<file path="config.mk">
export PLATFORM = sky130hd
export DESIGN_NAME = dmarb_top
export DESIGN_NICKNAME = d
export VERILOG_FILES = /design/src/rtl/dmarb_pkg.sv /design/src/rtl/dmarb_slot_gate.sv /design/src/rtl/dmarb_pick.sv /design/src/rtl/dmarb_xfer_ctr.sv /design/src/rtl/dmarb_top.sv
export SDC_FILE = /design/constraint.sdc
export NUM_CORES = 1
export LEC_CHECK = 0
export ABC_AREA = 0
export CORE_MARGIN = 8
export CORE_UTILIZATION = 29
export DETAILED_ROUTE_END_ITERATION = 10
export DONT_BUFFER_PORTS = 1
export PLACE_DENSITY = 0.47
export SLEW_MARGIN = 20
export SYNTH_ARGS = -nofsm -noshare
export SYNTH_HDL_FRONTEND = slang
export SYNTH_SLANG_ARGS = --single-unit
</file>
<file path="constraint.sdc">
create_clock -name clk -period 2.5 [get_ports clk]
set_input_delay 0.5 -clock clk [delete_from_list [all_inputs] [get_ports clk]]
set_output_delay 0.5 -clock clk [all_outputs]
set_load 0.005 [all_outputs]
</file>
<file path="src/rtl/dmarb_pkg.sv">
`timescale 1ns/1ps
package dmarb_pkg;
  localparam int BYTE_CYC = 3;
  localparam int WORD_CYC = 5;
  localparam int BEAT_W   = $clog2(WORD_CYC + 1);

  function automatic logic [BEAT_W-1:0] unit_cycles(input logic is_word);
    return is_word ? BEAT_W'(WORD_CYC) : BEAT_W'(BYTE_CYC);
  endfunction
endpackage

</file>
<file path="src/rtl/dmarb_slot_gate.sv">
`timescale 1ns/1ps
module dmarb_slot_gate #(
  parameter int SHARE_W = 2
) (
  input  logic               clk,
  input  logic               rst,
  input  logic [SHARE_W-1:0] share,
  output logic               slot_ok
);
  logic [SHARE_W-1:0] slot_q;

  always_ff @(posedge clk) begin
    if (rst) slot_q <= '0;
    else     slot_q <= slot_q + 1'b1;
  end

  // a start is allowed while the rotating slot is inside the share window
  assign slot_ok = (slot_q <= share);
endmodule

</file>
<file path="src/rtl/dmarb_pick.sv">
`timescale 1ns/1ps
module dmarb_pick #(
  parameter int NCH = 3
) (
  input  logic [NCH-1:0] cand,
  output logic [NCH-1:0] win
);
  // fixed priority: lower index wins
  for (genvar i = 0; i < NCH; i++) begin : g_prio
    if (i == 0) begin : g_first
      assign win[i] = cand[i];
    end else begin : g_rest
      assign win[i] = cand[i] & ~(|cand[i-1:0]);
    end
  end
endmodule

</file>
<file path="src/rtl/dmarb_xfer_ctr.sv">
`timescale 1ns/1ps
module dmarb_xfer_ctr
  import dmarb_pkg::*;
#(
  parameter int BLK_W = 8
) (
  input  logic             clk,
  input  logic             rst,
  input  logic             start,
  input  logic             word,
  input  logic [BLK_W-1:0] len,
  input  logic             stop,
  output logic             active,
  output logic             beat_end,
  output logic             last_beat
);
  logic [BEAT_W-1:0] beat_q;
  logic [BLK_W-1:0]  blk_q;
  logic              word_q;
  logic              act_q;

  always_ff @(posedge clk) begin
    if (rst) begin
      beat_q <= '0;
      blk_q  <= '0;
      word_q <= 1'b0;
      act_q  <= 1'b0;
    end else if (start) begin
      act_q  <= 1'b1;
      word_q <= word;
      beat_q <= unit_cycles(word);
      blk_q  <= (len == '0) ? BLK_W'(1) : len;
    end else if (act_q) begin
      if (beat_q == BEAT_W'(1)) begin
        if (blk_q == BLK_W'(1) || stop) begin
          act_q  <= 1'b0;
          beat_q <= '0;
          blk_q  <= '0;
        end else begin
          beat_q <= unit_cycles(word_q);
          blk_q  <= blk_q - 1'b1;
        end
      end else begin
        beat_q <= beat_q - 1'b1;
      end
    end
  end

  assign active    = act_q;
  assign beat_end  = act_q && (beat_q == BEAT_W'(1));
  assign last_beat = (blk_q == BLK_W'(1));


  beat_range_chk: assert property (@(posedge clk) disable iff (rst)
    act_q |-> (beat_q != '0 && beat_q <= BEAT_W'(WORD_CYC)));

  block_live_chk: assert property (@(posedge clk) disable iff (rst)
    act_q |-> blk_q != '0);
endmodule

</file>
<file path="src/rtl/dmarb_top.sv">
`timescale 1ns/1ps
module dmarb_top
  import dmarb_pkg::*;
#(
  parameter int NCH     = 3,
  parameter int BLK_W   = 8,
  parameter int SHARE_W = 2
) (
  input  logic               clk,
  input  logic               rst,
  input  logic               dma_first,
  input  logic [NCH-1:0]     chan_en,
  input  logic [NCH-1:0]     chan_req,
  input  logic               word_xfer,
  input  logic [BLK_W-1:0]   blk_len,
  input  logic [SHARE_W-1:0] bw_share,
  input  logic               irq_req,
  output logic [NCH-1:0]     grant,
  output logic               irq_ack,
  output logic [NCH-1:0]     en_clr,
  output logic               busy
);
  logic [NCH-1:0] grant_q, clr_q, elig, pick, grant_d, clr_d;
  logic ack_q, slot_ok, active, beat_end, last_beat;
  logic start, take_irq, irq_ok, can_start;

  dmarb_slot_gate #(.SHARE_W(SHARE_W)) u_slot (
    .clk(clk), .rst(rst), .share(bw_share), .slot_ok(slot_ok)
  );

  dmarb_pick #(.NCH(NCH)) u_pick (.cand(elig), .win(pick));

  dmarb_xfer_ctr #(.BLK_W(BLK_W)) u_ctr (
    .clk(clk), .rst(rst), .start(start), .word(word_xfer), .len(blk_len),
    .stop(take_irq), .active(active), .beat_end(beat_end), .last_beat(last_beat)
  );

  always_comb begin
    // a channel being cleared this cycle cannot be picked
    elig      = chan_en & chan_req & ~clr_q;
    can_start = slot_ok && (|pick);
    irq_ok    = irq_req && !ack_q;
    take_irq  = 1'b0;
    start     = 1'b0;
    if (active) begin
      take_irq = beat_end && irq_ok && (!dma_first || last_beat);
    end else begin
      take_irq = irq_ok && (!dma_first || !can_start);
      start    = !take_irq && can_start;
    end
    clr_d = '0;
    if (take_irq && !dma_first)
      clr_d = chan_en & (chan_req | ((active && !last_beat) ? grant_q : '0));
    grant_d = grant_q;
    if (start)
      grant_d = pick;
    else if (beat_end && (last_beat || take_irq))
      grant_d = '0;
  end

  always_ff @(posedge clk) begin
    if (rst) begin
      grant_q <= '0;
      clr_q   <= '0;
      ack_q   <= 1'b0;
    end else begin
      grant_q <= grant_d;
      clr_q   <= clr_d;
      ack_q   <= take_irq;
    end
  end

  assign grant  = grant_q;
  assign irq_ack = ack_q;
  assign en_clr = clr_q;
  assign busy   = active;


  grant_legal_chk: assert property (@(posedge clk) disable iff (rst)
    (busy && !$past(busy)) |-> ((grant & $past(chan_en & chan_req)) == grant && grant != '0));

  grant_onehot_chk: assert property (@(posedge clk) disable iff (rst)
    $onehot0(grant));

  grant_hold_chk: assert property (@(posedge clk) disable iff (rst)
    (grant != '0 && $past(grant) != '0) |-> grant == $past(grant));

  ack_pulse_chk: assert property (@(posedge clk) disable iff (rst)
    irq_ack |=> !irq_ack);

  clr_with_ack_chk: assert property (@(posedge clk) disable iff (rst)
    (en_clr != '0) |-> irq_ack);

  dma_first_noclr_chk: assert property (@(posedge clk) disable iff (rst)
    (irq_ack && $past(dma_first)) |-> en_clr == '0);
endmodule

</file>
Yosys cells after proc, flatten, opt, wreduce, memory -nomap -nowiden
Index checks and enable logic that the tools add are counted.
{"block": "totals", "out_inout_bits": 8, "latch_bits": 0, "in_bits": 21, "mem_bits_ro": 0, "regBits": 22, "mem_bits_rw": 0, "elab_cells": 70, "n_memories": 0}
{"block": "op_classes", "eq_ne": 2, "div_mod_pow": 0, "mul": 0, "n_addsub": 3, "order_cmp": 1, "n_mux": 20, "shift": 0, "n_reduce_logical": 26, "bitwise": 10}
{"operator": "2-to-1 mux 8 bit", "n": 5}
{"operator": "2-to-1 mux 3 bit", "n": 9}
{"operator": "logical AND 1 bit", "n": 10}
{"operator": "bitwise AND 3 bit", "n": 3}
{"operator": "equality test 8 x 1 -> 1 bit (second input constant)", "n": 1}
{"operator": "logical NOT 8 bit", "n": 1}
{"operator": "subtractor 8 x 1 -> 8 bit (second input constant)", "n": 1}
{"operator": "2-to-1 mux 1 bit", "n": 6}
{"operator": "nonzero test 2 bit", "n": 3}
{"operator": "logical NOT 1 bit", "n": 5}
{"operator": "OR reduction 2 bit", "n": 2}
{"operator": "equality test 3 x 1 -> 1 bit (second input constant)", "n": 1}
{"operator": "logical OR 1 bit", "n": 3}
{"operator": "NOT 1 bit", "n": 3}
{"operator": "NOT 3 bit", "n": 1}
{"operator": "bitwise OR 3 bit", "n": 1}
{"operator": "OR reduction 3 bit", "n": 1}
{"operator": "subtractor 3 x 1 -> 3 bit (second input constant)", "n": 1}
{"operator": "adder 2 x 1 -> 2 bit (second input constant)", "n": 1}
{"operator": "bitwise AND 1 bit", "n": 2}
{"operator": "less-or-equal comparator 2 bit", "n": 1}
{"operator": "AND reduction 2 bit", "n": 1}

Depth between registers and ports, before layout
{"block": "depth", "ltp_word": 16, "depth_mapped": 9, "mapped_depth_nobuf": 7}

Modules after synthesis
From an unflattened synthesis, not the netlist that was laid out.
{"block": "unflattened", "cells_unflattened": 163, "hier_area_um2": 1371.3}
{"module": "dmarb_xfer_ctr", "cells_each": 103, "n_inst": 1, "seq_area_each_um2": 260.2, "area_each_um2": 852.1}
{"module": "dmarb_top", "cells_each": 45, "n_inst": 1, "seq_area_each_um2": 140.1, "area_each_um2": 389.1}
{"module": "dmarb_slot_gate", "cells_each": 12, "n_inst": 1, "seq_area_each_um2": 40.0, "area_each_um2": 103.8}
{"module": "dmarb_pick", "cells_each": 3, "n_inst": 1, "seq_area_each_um2": 0.0, "area_each_um2": 26.3}

Worst setup path after synthesis
Ideal clock, no wire load.
{"block": "synth_path", "path_type": "input to register", "startpoint": "in bw_share[1]", "endpoint": "reg grant_q[2], in the netlist grant[2]", "setup_ns": 0.075, "required_ns": 2.425, "n_path_buf": 2, "cell_stages": 9, "t_arrival_ns": 1.962, "setup_slack_ns": 0.463, "path_cell_list": "inv_1 > ha_1 > nor2b_1 > o21ai_1 > and3_1 > clkbuf_1 > buf_2 > nand3_1 > o22ai_1"}
{"block": "synth_between", "elab_chain_len": 9, "elab_cells_between_ends": 13, "classes_between": "1 x order compare; 3 x mux; 9 x reduce/logical"}
{"item": "start: declaration", "line": "dmarb_top.sv:16", "rtl": "input logic [SHARE_W-1:0] bw_share,"}
{"item": "less-or-equal comparator 2 bit (*)", "line": "dmarb_slot_gate.sv:18", "rtl": "assign slot_ok = (slot_q <= share);"}
{"item": "logical AND 1 bit (*)", "line": "dmarb_top.sv:41", "rtl": "can_start = slot_ok && (|pick);"}
{"item": "logical NOT 1 bit", "line": "dmarb_top.sv:48", "rtl": "take_irq = irq_ok && (!dma_first || !can_start);"}
{"item": "logical OR 1 bit", "line": "dmarb_top.sv:48"}
{"item": "logical AND 1 bit", "line": "dmarb_top.sv:48"}
{"item": "logical NOT 1 bit / 2-to-1 mux 1 bit (equally long branches)", "line": "dmarb_top.sv:49, dmarb_top.sv:45"}
{"item": "logical AND 1 bit / logical OR 1 bit (equally long branches)", "line": "dmarb_top.sv:49, dmarb_top.sv:57"}
{"item": "2-to-1 mux 1 bit / logical AND 1 bit (equally long branches)", "line": "dmarb_top.sv:45, dmarb_top.sv:57"}
{"item": "2-to-1 mux 3 bit / nonzero test 2 bit (equally long branches)"}
{"item": "end signal: assignment", "line": "dmarb_top.sv:67", "rtl": "grant_q <= grant_d;"}
{"item": "end: declaration", "line": "dmarb_top.sv:23", "rtl": "logic [NCH-1:0] grant_q, clr_q, elig, pick, grant_d, clr_d;"}
Every way passes the cells marked *; elsewhere a longest branch is shown, timed or not.
A chain may end at the register's enable or synchronous reset.

Final worst setup path
{"block": "layout_path", "startpoint": "reg u_ctr.blk_q[0]", "endpoint": "reg u_ctr.beat_q[1]"}
{"block": "layout_between", "elab_chain_len": 9}
{"item": "start: declaration", "line": "dmarb_xfer_ctr.sv:18", "rtl": "logic [BLK_W-1:0] blk_q;"}
{"item": "start signal: assignment", "line": "dmarb_xfer_ctr.sv:32", "rtl": "blk_q <= (len == '0) ? BLK_W'(1) : len;"}
{"item": "start signal: assignment", "line": "dmarb_xfer_ctr.sv:41", "rtl": "blk_q <= blk_q - 1'b1;"}
{"item": "equality test 8 x 1 -> 1 bit (*)", "line": "dmarb_xfer_ctr.sv:35, dmarb_xfer_ctr.sv:51"}
{"item": "logical OR 1 bit", "line": "dmarb_top.sv:46", "rtl": "take_irq = beat_end && irq_ok && (!dma_first || last_beat);"}
{"item": "logical AND 1 bit", "line": "dmarb_top.sv:46"}
{"item": "2-to-1 mux 1 bit", "line": "dmarb_top.sv:45", "rtl": "if (active) begin"}
{"item": "logical OR 1 bit (*)", "line": "dmarb_xfer_ctr.sv:35", "rtl": "if (blk_q == BLK_W'(1) || stop) begin"}
{"item": "2-to-1 mux 3 bit (*)", "line": "dmarb_xfer_ctr.sv:35"}
{"item": "2-to-1 mux 3 bit (*)", "line": "dmarb_xfer_ctr.sv:34", "rtl": "if (beat_q == BEAT_W'(1)) begin"}
{"item": "2-to-1 mux 3 bit (*)", "line": "dmarb_xfer_ctr.sv:33", "rtl": "end else if (act_q) begin"}
{"item": "2-to-1 mux 3 bit (*)", "line": "dmarb_xfer_ctr.sv:28", "rtl": "end else if (start) begin"}
{"item": "end signal: assignment", "line": "dmarb_xfer_ctr.sv:31", "rtl": "beat_q <= unit_cycles(word);"}
{"item": "end signal: assignment", "line": "dmarb_xfer_ctr.sv:40", "rtl": "beat_q <= unit_cycles(word_q);"}
{"item": "end signal: assignment", "line": "dmarb_xfer_ctr.sv:44", "rtl": "beat_q <= beat_q - 1'b1;"}
{"item": "end: declaration", "line": "dmarb_xfer_ctr.sv:17", "rtl": "logic [BEAT_W-1:0] beat_q;"}
Every way passes the cells marked *; elsewhere a longest branch is shown, timed or not. The select of a mux whose other input is x is not followed.

==> impl_results.md <==
* HPWL Detailed at 2740 um
* Critical path capture point: u_ctr.beat_q[1]$_SDFFE_PP0P_
* Row cnt at 24
* Register area share after synthesis at 33.9%
* Initial Utilization at 30.1%
* Cell Area, Synth at 1300 um^2
* Critical path endpoint category: flop
* Synth warnings at 0
* Drt total wl at 3520 um
* Cell Pwr Density at 738 nW/um^2
* Commonest cells post-synth: dfxtp_1, nand2_1, a31oi_1, nor2_1
* Die span in y at 83.0 um
* DR pass1 iterations at 5
* Share of cells above drive strength 1 at 9.88%
* Worst Clk Skew at 0.00336 ns
* Die X at 83.0 um
* Crit-path cells: ha_1 -> or3b_2 -> nor2_8 -> nor3_1 -> a2111oi_2 -> nor3_1
* Post-synth EDFFs at 0
* WP data arrival at 2.19 ns
* Reg2Reg Depth at 6
* Max-slew violation count at 0
* Post-synth net total at 188
* Number of global-route vias before repair at 1157
* Number of setup violations in the final report at 0
* Crit. Startpoint: u_ctr.blk_q[0]$_SDFFE_PP0P_
* CTS Root Cell: clkbuf_8
* Cell accounting for the most synthesized area: dfxtp_1
* CTS tree: done
* Final Hold Viols at 0
* Bufs and invs on worst path at 0
* Max-Cap Viols at 0
* FF-to-FF Start: u_ctr.blk_q[0]$_SDFFE_PP0P_
* Slew @ Worst Pin at 0.533 ns
* Fmax at 489 MHz
* Tcrit/Tclk final at 81.8%
* CP Max Fanout at 8
* Crit path required time at 2.65 ns
* Top routing layer used: met4
* DR iter-0 viols at 103
* Filler cell count at 479
* Worst Hold Class: in -> reg
* CTS Hold Bufs at 0
* Core Region at 4320 um^2
* I/O pins at 29
* M1 WL at 1560 um
* Die footprint at 6880 um^2
* Top_reg_cell synth: dfxtp_1
* Post-CTS setup buffer count at 0
* Post-Synthesis Cells at 161
* DR vias at 1178
* Post-DRT Antenna Nets at 0
* Max Root-Sink Buffers at 2
* Final GP Congestion at 0.841
* Largest stage delay, worst path at 0.54 ns
* Static leakage at 0.502 nW
* Initial antenna violation count at 0
* Avg Cell Area, Syn at 8.07 um^2
* CP most frequent cell: nor3_1
* RSZ-0062 raised after global routing: no
* Antenna cells at 0
* CP delay by family, top: simple AND/OR/NAND/NOR gates
* CP max-delay cell: or3b_2
* # port buffers at 0
* Minimum clock period at 2.04 ns
* Cell Area, Placed at 1360 um^2
* Worst-Skew Late Latency at 0.26 ns
* CP Launch Type: flop
* Area delta synth->final at 9.05%
* Peak supply drop at 0.350 mV
* Clock transition at path regs at 0.08 ns
* HP Start: rst
* DRC Markers at 0
* DR WL met3 at 328 um
* Total overflow reported by the global router at 0
* Reg-to-reg endpoint: u_ctr.beat_q[1]$_SDFFE_PP0P_
* Critical path depth in cells at 6
* Largest cells by area after synthesis: dfxtp_1, nand2_1, ha_1, a31oi_1, nor2_1
* Slew headroom at 64.4%
* Setup TNS at 0 ns
* H-tree Lvls at 1
* Status: completed
* Post-layout nets at 190
* Worst R2R Setup Slack at 0.46 ns
* Largest net degree at the start of global routing at 23
* First-pass GRT wire length at 5820 um
* Detail-routed net length per standard cell at 16.5 um
* Share of the synthesized area in the top cell type at 33.9%
* Met2 WL at 1610 um
* Vias per Instance at 5.50
* Asr flop ratio synth at 0%
* Synth cell types at 42
* Total track usage at 10.1%
* Yosys reg bits at 22
* Clock sink count at 22
* Post-route cell area at 1420 um^2
* TritonCTS Buffers at 3
* Setup CP Type: reg -> reg
* Post-cts resize count at 0
## sequential cells by signal, summed over array words and instances (netlist names)
name / cells
irq_ack: 1
u_ctr.blk_q: 8
u_slot.slot_q: 2
u_ctr.word_q: 1
u_ctr.beat_q: 3
grant: 3
u_ctr.active: 1
en_clr: 3
## power by group
group / total, mW / internal [mW] / switching, mW
combinational: 0.348 / 0.151 / 0.197
sequential: 0.438 / 0.389 / 0.0484
clock: 0.261 / 0.140 / 0.120
## routing by layer
metal	GRT usage (%)	vias to the layer above
met5	0	-
met4	2.40	0
met3	5.27	2
met2	15.8	35
met1	11.8	544
li1	-	597
## metrics by stage
stage / power (mW) / setup WS (ns) / util [%] / instances / hold slack [ns]
after floorplan: 0.716 / 0.463 / - / 161 / 0.425
after global placement: 0.791 / 0.416 / 31.5 / 210 / 0.438
after detailed placement: 0.793 / 0.392 / 31.5 / 210 / 0.442
after CTS: 1.06 / 0.442 / 32.8 / 214 / 0.277
after global routing: 1.13 / 0.321 / 32.8 / 214 / 0.263
final: 1.05 / 0.456 / 32.8 / 214 / 0.292
## how the worst min path moves through the flow
stage | endpoint | cells past startpoint | slack, ns
6_report | u_ctr.blk_q[7]$_SDFFE_PP0P_ | 1 | 0.29
5_1_grt | u_ctr.blk_q[7]$_SDFFE_PP0P_ | 1 | 0.26
4_1_cts | u_ctr.blk_q[7]$_SDFFE_PP0P_ | 1 | 0.28
3_5_place_dp | u_slot.slot_q[0]$_SDFF_PP0_ | 1 | 0.44
3_3_place_gp | u_slot.slot_q[0]$_SDFF_PP0_ | 1 | 0.44
2_1_floorplan | u_slot.slot_q[0]$_SDFF_PP0_ | 1 | 0.43
## cells by family after synthesis
kind of cell    Yosys count  share of synthesized area [%]
flops                    22                           33.9
buf+inv                  13                           3.95
compound gates           44                           22.9
mux                       1                          0.770
xor+xnor                  3                           2.02
fa+ha+maj                 6                           5.77
simple gates             72                           30.7
## worst register-to-register path: cells and delay by family (launching register included)
family	cells	cell delay, ns
adder cells (fa/ha/maj)	1	0.20
AO/OA/AOI/OAI	1	0.39
AND/OR/NAND/NOR	4	0.89
flip-flops	1	0.46
## final cells by class
type,count,area (um^2),share of cell area [%]
Clock buffer,4,55.1,3.88
Sequential cell,22,440,31.1
Multi-Input combinational cell,126,808,57.0
Inverter,7,26.3,1.85
Timing Repair Buffer,3,22.5,1.59
Tap cell,52,65.1,4.59
## cells in the final DEF, fill, tap and decap left out, types with 3 or more instances in the layout
cell type	count
a21oi_1	7
a31oi_1	11
a32oi_1	3
buf_4	3
clkbuf_8	4
dfxtp_1	22
ha_1	6
inv_1	7
nand2_1	22
nand2b_1	5
nand3_1	6
nand3b_1	3
nor2_1	11
nor2b_1	3
nor3_1	8
o21ai_0	8
Power figures use the tool's default switching activity.
